==> config.mk <==
export PLATFORM = sky130hd
export DESIGN_NAME = clk_option_channel
export DESIGN_NICKNAME = d
export VERILOG_FILES = /design/src/rtl/clk_option_pkg.sv /design/src/rtl/clk_option_decode.sv /design/src/rtl/clk_option_switch.sv /design/src/rtl/clk_option_halfdiv.sv /design/src/rtl/clk_option_channel.sv
export SDC_FILE = /design/constraint.sdc
export NUM_CORES = 1
export LEC_CHECK = 0
export CAP_MARGIN = 20
export CELL_PAD_IN_SITES_DETAIL_PLACEMENT = 0
export CELL_PAD_IN_SITES_GLOBAL_PLACEMENT = 1
export CORE_MARGIN = 8
export CORE_UTILIZATION = 39
export CTS_BUF_LIST = sky130_fd_sc_hd__clkbuf_8 sky130_fd_sc_hd__clkbuf_16
export CTS_CLUSTER_DIAMETER = 150
export DETAILED_ROUTE_END_ITERATION = 10
export PLACE_DENSITY_LB_ADDON = 0.08
export SLEW_MARGIN = 0
export SYNTH_ARGS = -nofsm -noshare
export SYNTH_HDL_FRONTEND = slang
export SYNTH_SLANG_ARGS = --single-unit
==> constraint.sdc <==
create_clock -name clk -period 3.24 [get_ports clk]
set_input_delay 0.648 -clock clk [delete_from_list [all_inputs] [get_ports clk]]
set_output_delay 0.648 -clock clk [all_outputs]
set_load 0.02 [all_outputs]
==> src/rtl/clk_option_pkg.sv <==
package clk_option_pkg;

    localparam int CODE_W = 5;
    localparam int HALF_W = 7;
    localparam int SRC_N  = 4;
    localparam int SRC_W  = $clog2(SRC_N);

    typedef enum logic [2:0] {
        KIND_GENERAL,
        KIND_ALT_D,
        KIND_SYS_ONLY,
        KIND_CPU_ONLY,
        KIND_REF_ONLY
    } chan_kind_e;

    localparam logic [SRC_W-1:0] SRC_REF  = SRC_W'(0);
    localparam logic [SRC_W-1:0] SRC_CPU  = SRC_W'(1);
    localparam logic [SRC_W-1:0] SRC_UTIL = SRC_W'(2);
    localparam logic [SRC_W-1:0] SRC_SYS  = SRC_W'(3);

    typedef struct packed {
        logic              on;
        logic [SRC_W-1:0]  src;
        logic [HALF_W-1:0] half;
    } opt_cfg_t;

    // Which codes a channel kind accepts.
    function automatic logic code_legal(logic [CODE_W-1:0] code, chan_kind_e kind);
        case (kind)
            KIND_SYS_ONLY: return (code >= 5'd14) && (code <= 5'd16);
            KIND_CPU_ONLY: return (code >= 5'd5) && (code <= 5'd7);
            KIND_REF_ONLY: return code == 5'd1;
            default:       return (code >= 5'd1) && (code <= 5'd30);
        endcase
    endfunction

    // Four-way power-of-two divisor for codes within a group of four.
    function automatic logic [HALF_W-1:0] pow_div(logic [1:0] idx);
        case (idx)
            2'd0:    return HALF_W'(1);
            2'd1:    return HALF_W'(2);
            2'd2:    return HALF_W'(4);
            default: return HALF_W'(8);
        endcase
    endfunction

    function automatic opt_cfg_t decode_opt(logic [CODE_W-1:0] code, chan_kind_e kind);
        opt_cfg_t cfg;
        logic [CODE_W-1:0] rel;
        cfg = '0;
        rel = '0;
        if (code_legal(code, kind)) begin
            cfg.on = 1'b1;
            if (code <= 5'd4) begin
                rel      = code - 5'd1;
                cfg.src  = SRC_REF;
                cfg.half = pow_div(rel[1:0]);
                if (kind == KIND_ALT_D && code == 5'd4) cfg.half = HALF_W'(3);
            end else if (code <= 5'd8) begin
                rel      = code - 5'd5;
                cfg.src  = SRC_CPU;
                cfg.half = pow_div(rel[1:0]);
            end else if (code <= 5'd12) begin
                rel      = code - 5'd9;
                cfg.src  = SRC_UTIL;
                cfg.half = pow_div(rel[1:0]);
            end else begin
                cfg.src = SRC_SYS;
                case (code)
                    5'd13:   cfg.half = HALF_W'(1);
                    5'd14:   cfg.half = HALF_W'(2);
                    5'd15:   cfg.half = HALF_W'(3);
                    5'd16:   cfg.half = HALF_W'(4);
                    5'd17:   cfg.half = HALF_W'(5);
                    5'd18:   cfg.half = HALF_W'(6);
                    5'd19:   cfg.half = HALF_W'(8);
                    5'd20:   cfg.half = HALF_W'(10);
                    5'd21:   cfg.half = HALF_W'(12);
                    5'd22:   cfg.half = HALF_W'(13);
                    5'd23:   cfg.half = HALF_W'(20);
                    5'd24:   cfg.half = HALF_W'(24);
                    5'd25:   cfg.half = HALF_W'(26);
                    5'd26:   cfg.half = HALF_W'(40);
                    5'd27:   cfg.half = HALF_W'(48);
                    5'd28:   cfg.half = HALF_W'(52);
                    5'd29:   cfg.half = HALF_W'(96);
                    default: cfg.half = HALF_W'(104);
                endcase
            end
        end
        return cfg;
    endfunction

endpackage

==> src/rtl/clk_option_decode.sv <==
module clk_option_decode
    import clk_option_pkg::*;
#(
    parameter chan_kind_e KIND = KIND_GENERAL
) (
    input  logic [CODE_W-1:0] code,
    output opt_cfg_t          cfg
);

    // Codes map to source and half-period length.
    always_comb begin
        cfg = decode_opt(code, KIND);
    end

endmodule

==> src/rtl/clk_option_switch.sv <==
module clk_option_switch #(
    parameter int CODE_W = 5
) (
    input  logic              clk,
    input  logic              rst_n,
    input  logic [CODE_W-1:0] code_req,
    input  logic              out_level,
    output logic [CODE_W-1:0] code_act,
    output logic              restart
);

    typedef struct packed {
        logic [CODE_W-1:0] code;
    } sw_st_t;

    sw_st_t st_d, st_q;

    always_comb begin
        st_d    = st_q;
        restart = (code_req != st_q.code) && !out_level;
        if (restart) st_d.code = code_req;
    end

    always_ff @(posedge clk) begin
        if (!rst_n) st_q <= '0;
        else        st_q <= st_d;
    end

    assign code_act = st_q.code;

    // the active code never moves while the output is high.
    a_r9_hold_while_high: assert property (@(posedge clk) disable iff (!rst_n)
        out_level |=> $stable(code_act));

    // any change of the active code follows a low output.
    a_r9_change_after_low: assert property (@(posedge clk) disable iff (!rst_n)
        (code_act != $past(code_act)) |-> !$past(out_level));

endmodule

==> src/rtl/clk_option_halfdiv.sv <==
module clk_option_halfdiv #(
    parameter int HALF_W = 7
) (
    input  logic              clk,
    input  logic              rst_n,
    input  logic              restart,
    input  logic              on,
    input  logic [HALF_W-1:0] half,
    input  logic              tick,
    output logic              lvl
);

    typedef struct packed {
        logic [HALF_W-1:0] cnt;
        logic              lvl;
    } div_st_t;

    div_st_t st_d, st_q;

    // Counting every source edge gives N edges per phase: 50% for odd N too.
    always_comb begin
        st_d = st_q;
        if (restart || !on) begin
            st_d.cnt = '0;
            st_d.lvl = 1'b0;
        end else if (tick) begin
            if (st_q.cnt == half - HALF_W'(1)) begin
                st_d.cnt = '0;
                st_d.lvl = ~st_q.lvl;
            end else begin
                st_d.cnt = st_q.cnt + HALF_W'(1);
            end
        end
    end

    always_ff @(posedge clk) begin
        if (!rst_n) st_q <= '0;
        else        st_q <= st_d;
    end

    assign lvl = st_q.lvl;

    // an off channel is low from the next cycle on.
    a_r8_off_forces_low: assert property (@(posedge clk) disable iff (!rst_n)
        !on |=> !lvl);

    // the edge counter stays inside the selected half period.
    a_r5_count_in_range: assert property (@(posedge clk) disable iff (!rst_n)
        on |-> (st_q.cnt < half));

    // the output rises only on a source edge.
    a_r5_rise_on_tick: assert property (@(posedge clk) disable iff (!rst_n)
        $rose(lvl) |-> $past(tick));

endmodule

==> src/rtl/clk_option_channel.sv <==
module clk_option_channel
    import clk_option_pkg::*;
#(
    parameter chan_kind_e KIND = KIND_GENERAL
) (
    input  logic              clk,
    input  logic              rst_n,
    input  logic [CODE_W-1:0] opt_code,
    input  logic [SRC_N-1:0]  src_tick,
    output logic              clk_out
);

    logic [CODE_W-1:0] code_act;
    logic              restart;
    logic              tick_sel;
    logic              lvl;
    opt_cfg_t          cfg;

    clk_option_switch #(.CODE_W(CODE_W)) u_switch (
        .clk       (clk),
        .rst_n     (rst_n),
        .code_req  (opt_code),
        .out_level (lvl),
        .code_act  (code_act),
        .restart   (restart)
    );

    clk_option_decode #(.KIND(KIND)) u_decode (
        .code (code_act),
        .cfg  (cfg)
    );

    assign tick_sel = src_tick[cfg.src];

    clk_option_halfdiv #(.HALF_W(HALF_W)) u_div (
        .clk     (clk),
        .rst_n   (rst_n),
        .restart (restart),
        .on      (cfg.on),
        .half    (cfg.half),
        .tick    (tick_sel),
        .lvl     (lvl)
    );

    assign clk_out = lvl;

    // an output that is high belongs to a code this kind accepts.
    a_r7_high_only_if_legal: assert property (@(posedge clk) disable iff (!rst_n)
        clk_out |-> code_legal(code_act, KIND));

endmodule

==> impl_summary.log <==
INFO  metric tritoncts = done
INFO  metric route.final.wire_length = 3820 um
INFO  metric synth.ff_latch_count = 20
INFO  metric core_util_final = 0.456
INFO  metric antenna_found_initial = 0
INFO  metric tritoncts.num_buffers = 3
INFO  metric hold_path.class = reg2reg
INFO  metric route.detailed.wl_per_inst = 14.6 um
INFO  metric rows = 23
INFO  metric setup_tns = 0 ns
INFO  metric antenna_left = 0
INFO  metric clock_tree.root_cell = clkbuf_8
INFO  metric placed_cells_incl_taps = 258
INFO  metric clk_latency = 0.25 ns
INFO  metric ctsLongestPathBuffers = 2
INFO  metric drive_above_1_share = 0.113
INFO  metric groute.layer.met3.usage = 0.0203
INFO  metric synth-main-ff-cell = dfxtp_1
INFO  metric grt_usage = 0.124
INFO  metric place_area = 1730 um2
INFO  metric post_synth_inst_count = 198
INFO  metric hold_viol = 0
INFO  metric synth_cell_types = 58
INFO  metric ratio_of_routed_vias_to_standard_cells = 5.62
INFO  metric multi_input_comb_area = 1060 um2
INFO  metric postCtsHoldBufs = 0
INFO  metric critical_path.top_delay_family = simple AND/OR/NAND/NOR gates
INFO  metric critical_path.slowest_cell = or4_4
INFO  metric finalClockSkew = 0.00392 ns
INFO  metric post-synth-top-area-cell = dfxtp_1
INFO  metric grt_busiest_layer = met2
INFO  metric synth_fp_nets = 211
INFO  metric cellLeakagePower = 0.658 nW
INFO  metric cp_cell_sequence = o21bai_1, o21ai_0, nand2_1, ha_1, nor3b_1, and3_1, a221o_1, or4_4, or3_1, a21boi_1
INFO  metric placement.setup.worst_slack = 0.251 ns
INFO  metric finalMaxSlewViolations = 0
INFO  metric post_cts.resized_instances = 0
INFO  metric post-synth-top-area-fraction = 0.259
INFO  metric final_nets = 226
INFO  metric portBuffers = 11
INFO  metric worst_pin_slew = 0.514 ns
INFO  metric initial_drt_pass_iterations = 4
INFO  metric detail_route.iter0.violations = 109
INFO  metric grt.overflow.total = 0
INFO  metric cts.reportedPaths.clkPinSlew = 0.07 ns
INFO  metric critical_path.endpoint_type = register
INFO  metric synth-edff-count = 0
INFO  metric htree_num_levels = 1
INFO  metric die_area = 6240 um2
INFO  metric dpl.hpwl = 3020 um
INFO  metric core = 3910 um2
INFO  metric critical_path.max_fanout = 7
INFO  metric die-width = 79.0 um
INFO  metric mappedNetlistArea = 1550 um2
INFO  metric n_antenna_cell = 0
INFO  metric synth_area_per_cell = 7.81 um2
INFO  metric die_height = 79.0 um
INFO  metric remaining_drc_errors = 0
INFO  metric worst-endpoint-required = 3.43 ns
INFO  metric power_per_cell_area = 339 nW/um2
INFO  metric synth.top_cells.by_area = dfxtp_1, xor2_1, nor2_1, xnor2_1, nand2_1
INFO  metric floorplan.initialDensity = 0.395
INFO  metric timing.final.crit_period = 3.01 ns
INFO  metric timing_worst_setup_path_type = reg2reg
INFO  metric fillers = 414
INFO  metric final.setup.worst_slack = 0.235 ns
INFO  metric cts_num_sinks = 20
INFO  metric achievable-frequency = 333 MHz
INFO  metric timing.final.setup_violations = 0
INFO  metric crit_path_start_kind = register
INFO  metric grt_setup_unrepaired = no
INFO  metric ioPinCount = 12
INFO  metric first_pass_grt_wire_length = 6400 um
INFO  metric finalWeightedCongestion = 0.856
INFO  metric share_of_synthesized_registers_carrying_an_async_set_or_reset = 0
INFO  metric synth.yosys.seq_area_share = 0.259
INFO  metric synthesis.yosys.warnings = 0
INFO  metric finalNonFillerCells = 262
INFO  metric min_period_over_period = 0.927
INFO  metric delay_contributed_by_the_slowest_stage_of_the_critical_path = 0.55 ns
INFO  metric design_area = 1780 um2
INFO  metric maximum_number_of_pins_on_one_net_before_global_route_repair = 15
INFO  metric met1_usage_grt = 0.157
INFO  metric first_global_vias = 1404
INFO  metric area.growth.synth_to_final = 15.4%
INFO  metric vdd.ir_drop.worst = 0.000194 V
INFO  metric cp.arrival = 3.19 ns
INFO  metric drv.max_cap_violation_count = 0
INFO  metric seq_area = 400 um2
INFO  metric grt_util_met2 = 0.196
INFO  metric cts_setup_buffers = 0
INFO  metric slew_headroom = 0.656
INFO  metric run_status = completed
INFO  metric critical_path_buf_inv_count = 0
INFO  metric detailroute.via_count = 1472
==> kinds of logic (layout without fill, tap and decap cells) <==
kind of cell / count (synthesis) / in the layout / synth area share
flops: 20 / 20 / 0.259
xor+xnor: 19 / 19 / 0.108
simple gates: 72 / 72 / 0.228
fa+ha+maj: 2 / 2 / 0.0162
compound gates: 58 / 58 / 0.265
mux: 10 / 10 / 0.0704
buf+inv: 17 / 31 / 0.0542
==> stage by stage <==
stage	power (W)	hold WS (ns)
after CTS	0.000612	0.581
after detailed placement	0.000425	0.563
final	0.000605	0.575
after global placement	0.000424	0.547
after floorplan	0.000380	0.520
after global routing	0.000638	0.598
==> Yosys cell counts (all sizes together), types with 2 or more instances <==
master	n
a21boi	3
a21o	4
a21oi	9
a22oi	3
a31oi	2
and2	2
and3	3
buf	5
clkbuf	5
dfxtp	20
ha	2
inv	6
mux2	4
mux2i	6
nand2	20
nand3	6
nand4	4
nor2	22
nor2b	4
nor3	4
o211ai	3
o21ai	15
o221ai	2
o22ai	2
o2bb2ai	2
o31a	2
or4	2
xnor2	9
xor2	10
==> worst paths after layout <==
| check | from | to | slack [ns] | depth (start not counted) |
|---|---|---|---|---|
| worst max-delay path | u_switch.code_act[1]$_SDFFE_PN0P_ | u_div.lvl$_SDFFE_PP0P_ | 0.23 | 10 |
| worst min-delay path | u_div.st_q[6]$_SDFFE_PP0P_ | u_div.st_q[6]$_SDFFE_PP0P_ | 0.57 | 2 |
| worst max register to register | u_switch.code_act[1]$_SDFFE_PN0P_ | u_div.lvl$_SDFFE_PP0P_ | 0.23 | 10 |
| worst min register to register | u_div.st_q[6]$_SDFFE_PP0P_ | u_div.st_q[6]$_SDFFE_PP0P_ | 0.57 | 2 |
==> metal layers <==
layer  vias up  share of wire
li1        752              -
met1       664           0.49
met2        46           0.44
met3        10          0.043
met4         0          0.031
met5         -              0
==> power by group <==
group	switching (W)	internal, W	leakage [nW]	total [W]
Combinational	0.0000834	0.0000728	0.466	0.000156
Sequential	0.0000108	0.000254	0.164	0.000265
Clock	0.0000757	0.000108	0.0288	0.000184
Total	0.000170	0.000435	0.658	0.000605
==> worst register-to-register path: stages, from the launching register on <==
cell	delay (ns)
dfxtp_1	0.49
o21bai_1	0.16
o21ai_0	0.26
nand2_1	0.09
ha_1	0.25
nor3b_1	0.17
and3_1	0.19
a221o_1	0.34
or4_4	0.55
or3_1	0.32
a21boi_1	0.14
==> layout by cell type (no fill, tap or decap), types with 2 or more instances in the layout <==
cell             netlist  layout
nor2_1                22      22
dfxtp_1               20      20
nand2_1               19      19
o21ai_0               12      12
clkdlybuf4s50_1        0      11
xor2_1                10      10
a21oi_1                9       9
xnor2_1                9       9
buf_4                  1       9
inv_1                  6       6
mux2i_1                5       5
nand3_1                5       5
a21o_1                 4       4
mux2_2                 4       4
nor2b_1                4       4
nor3_1                 4       4
nand4_1                4       4
clkbuf_8               0       4
and3_1                 3       3
a22oi_1                3       3
o211ai_1               3       3
a21boi_0               2       2
o21ai_1                2       2
o221ai_1               2       2
a31oi_1                2       2
o31a_1                 2       2
and2_1                 2       2
ha_1                   2       2
==> cell type report <==
class                           instances  area share
Clock buffer                            4      0.0309
Sequential cell                        20       0.224
Inverter                                7      0.0147
Timing Repair Buffer                   20      0.0996
Tap cell                               50      0.0351
Multi-Input combinational cell        161       0.595
Power figures use the tool's default switching activity.
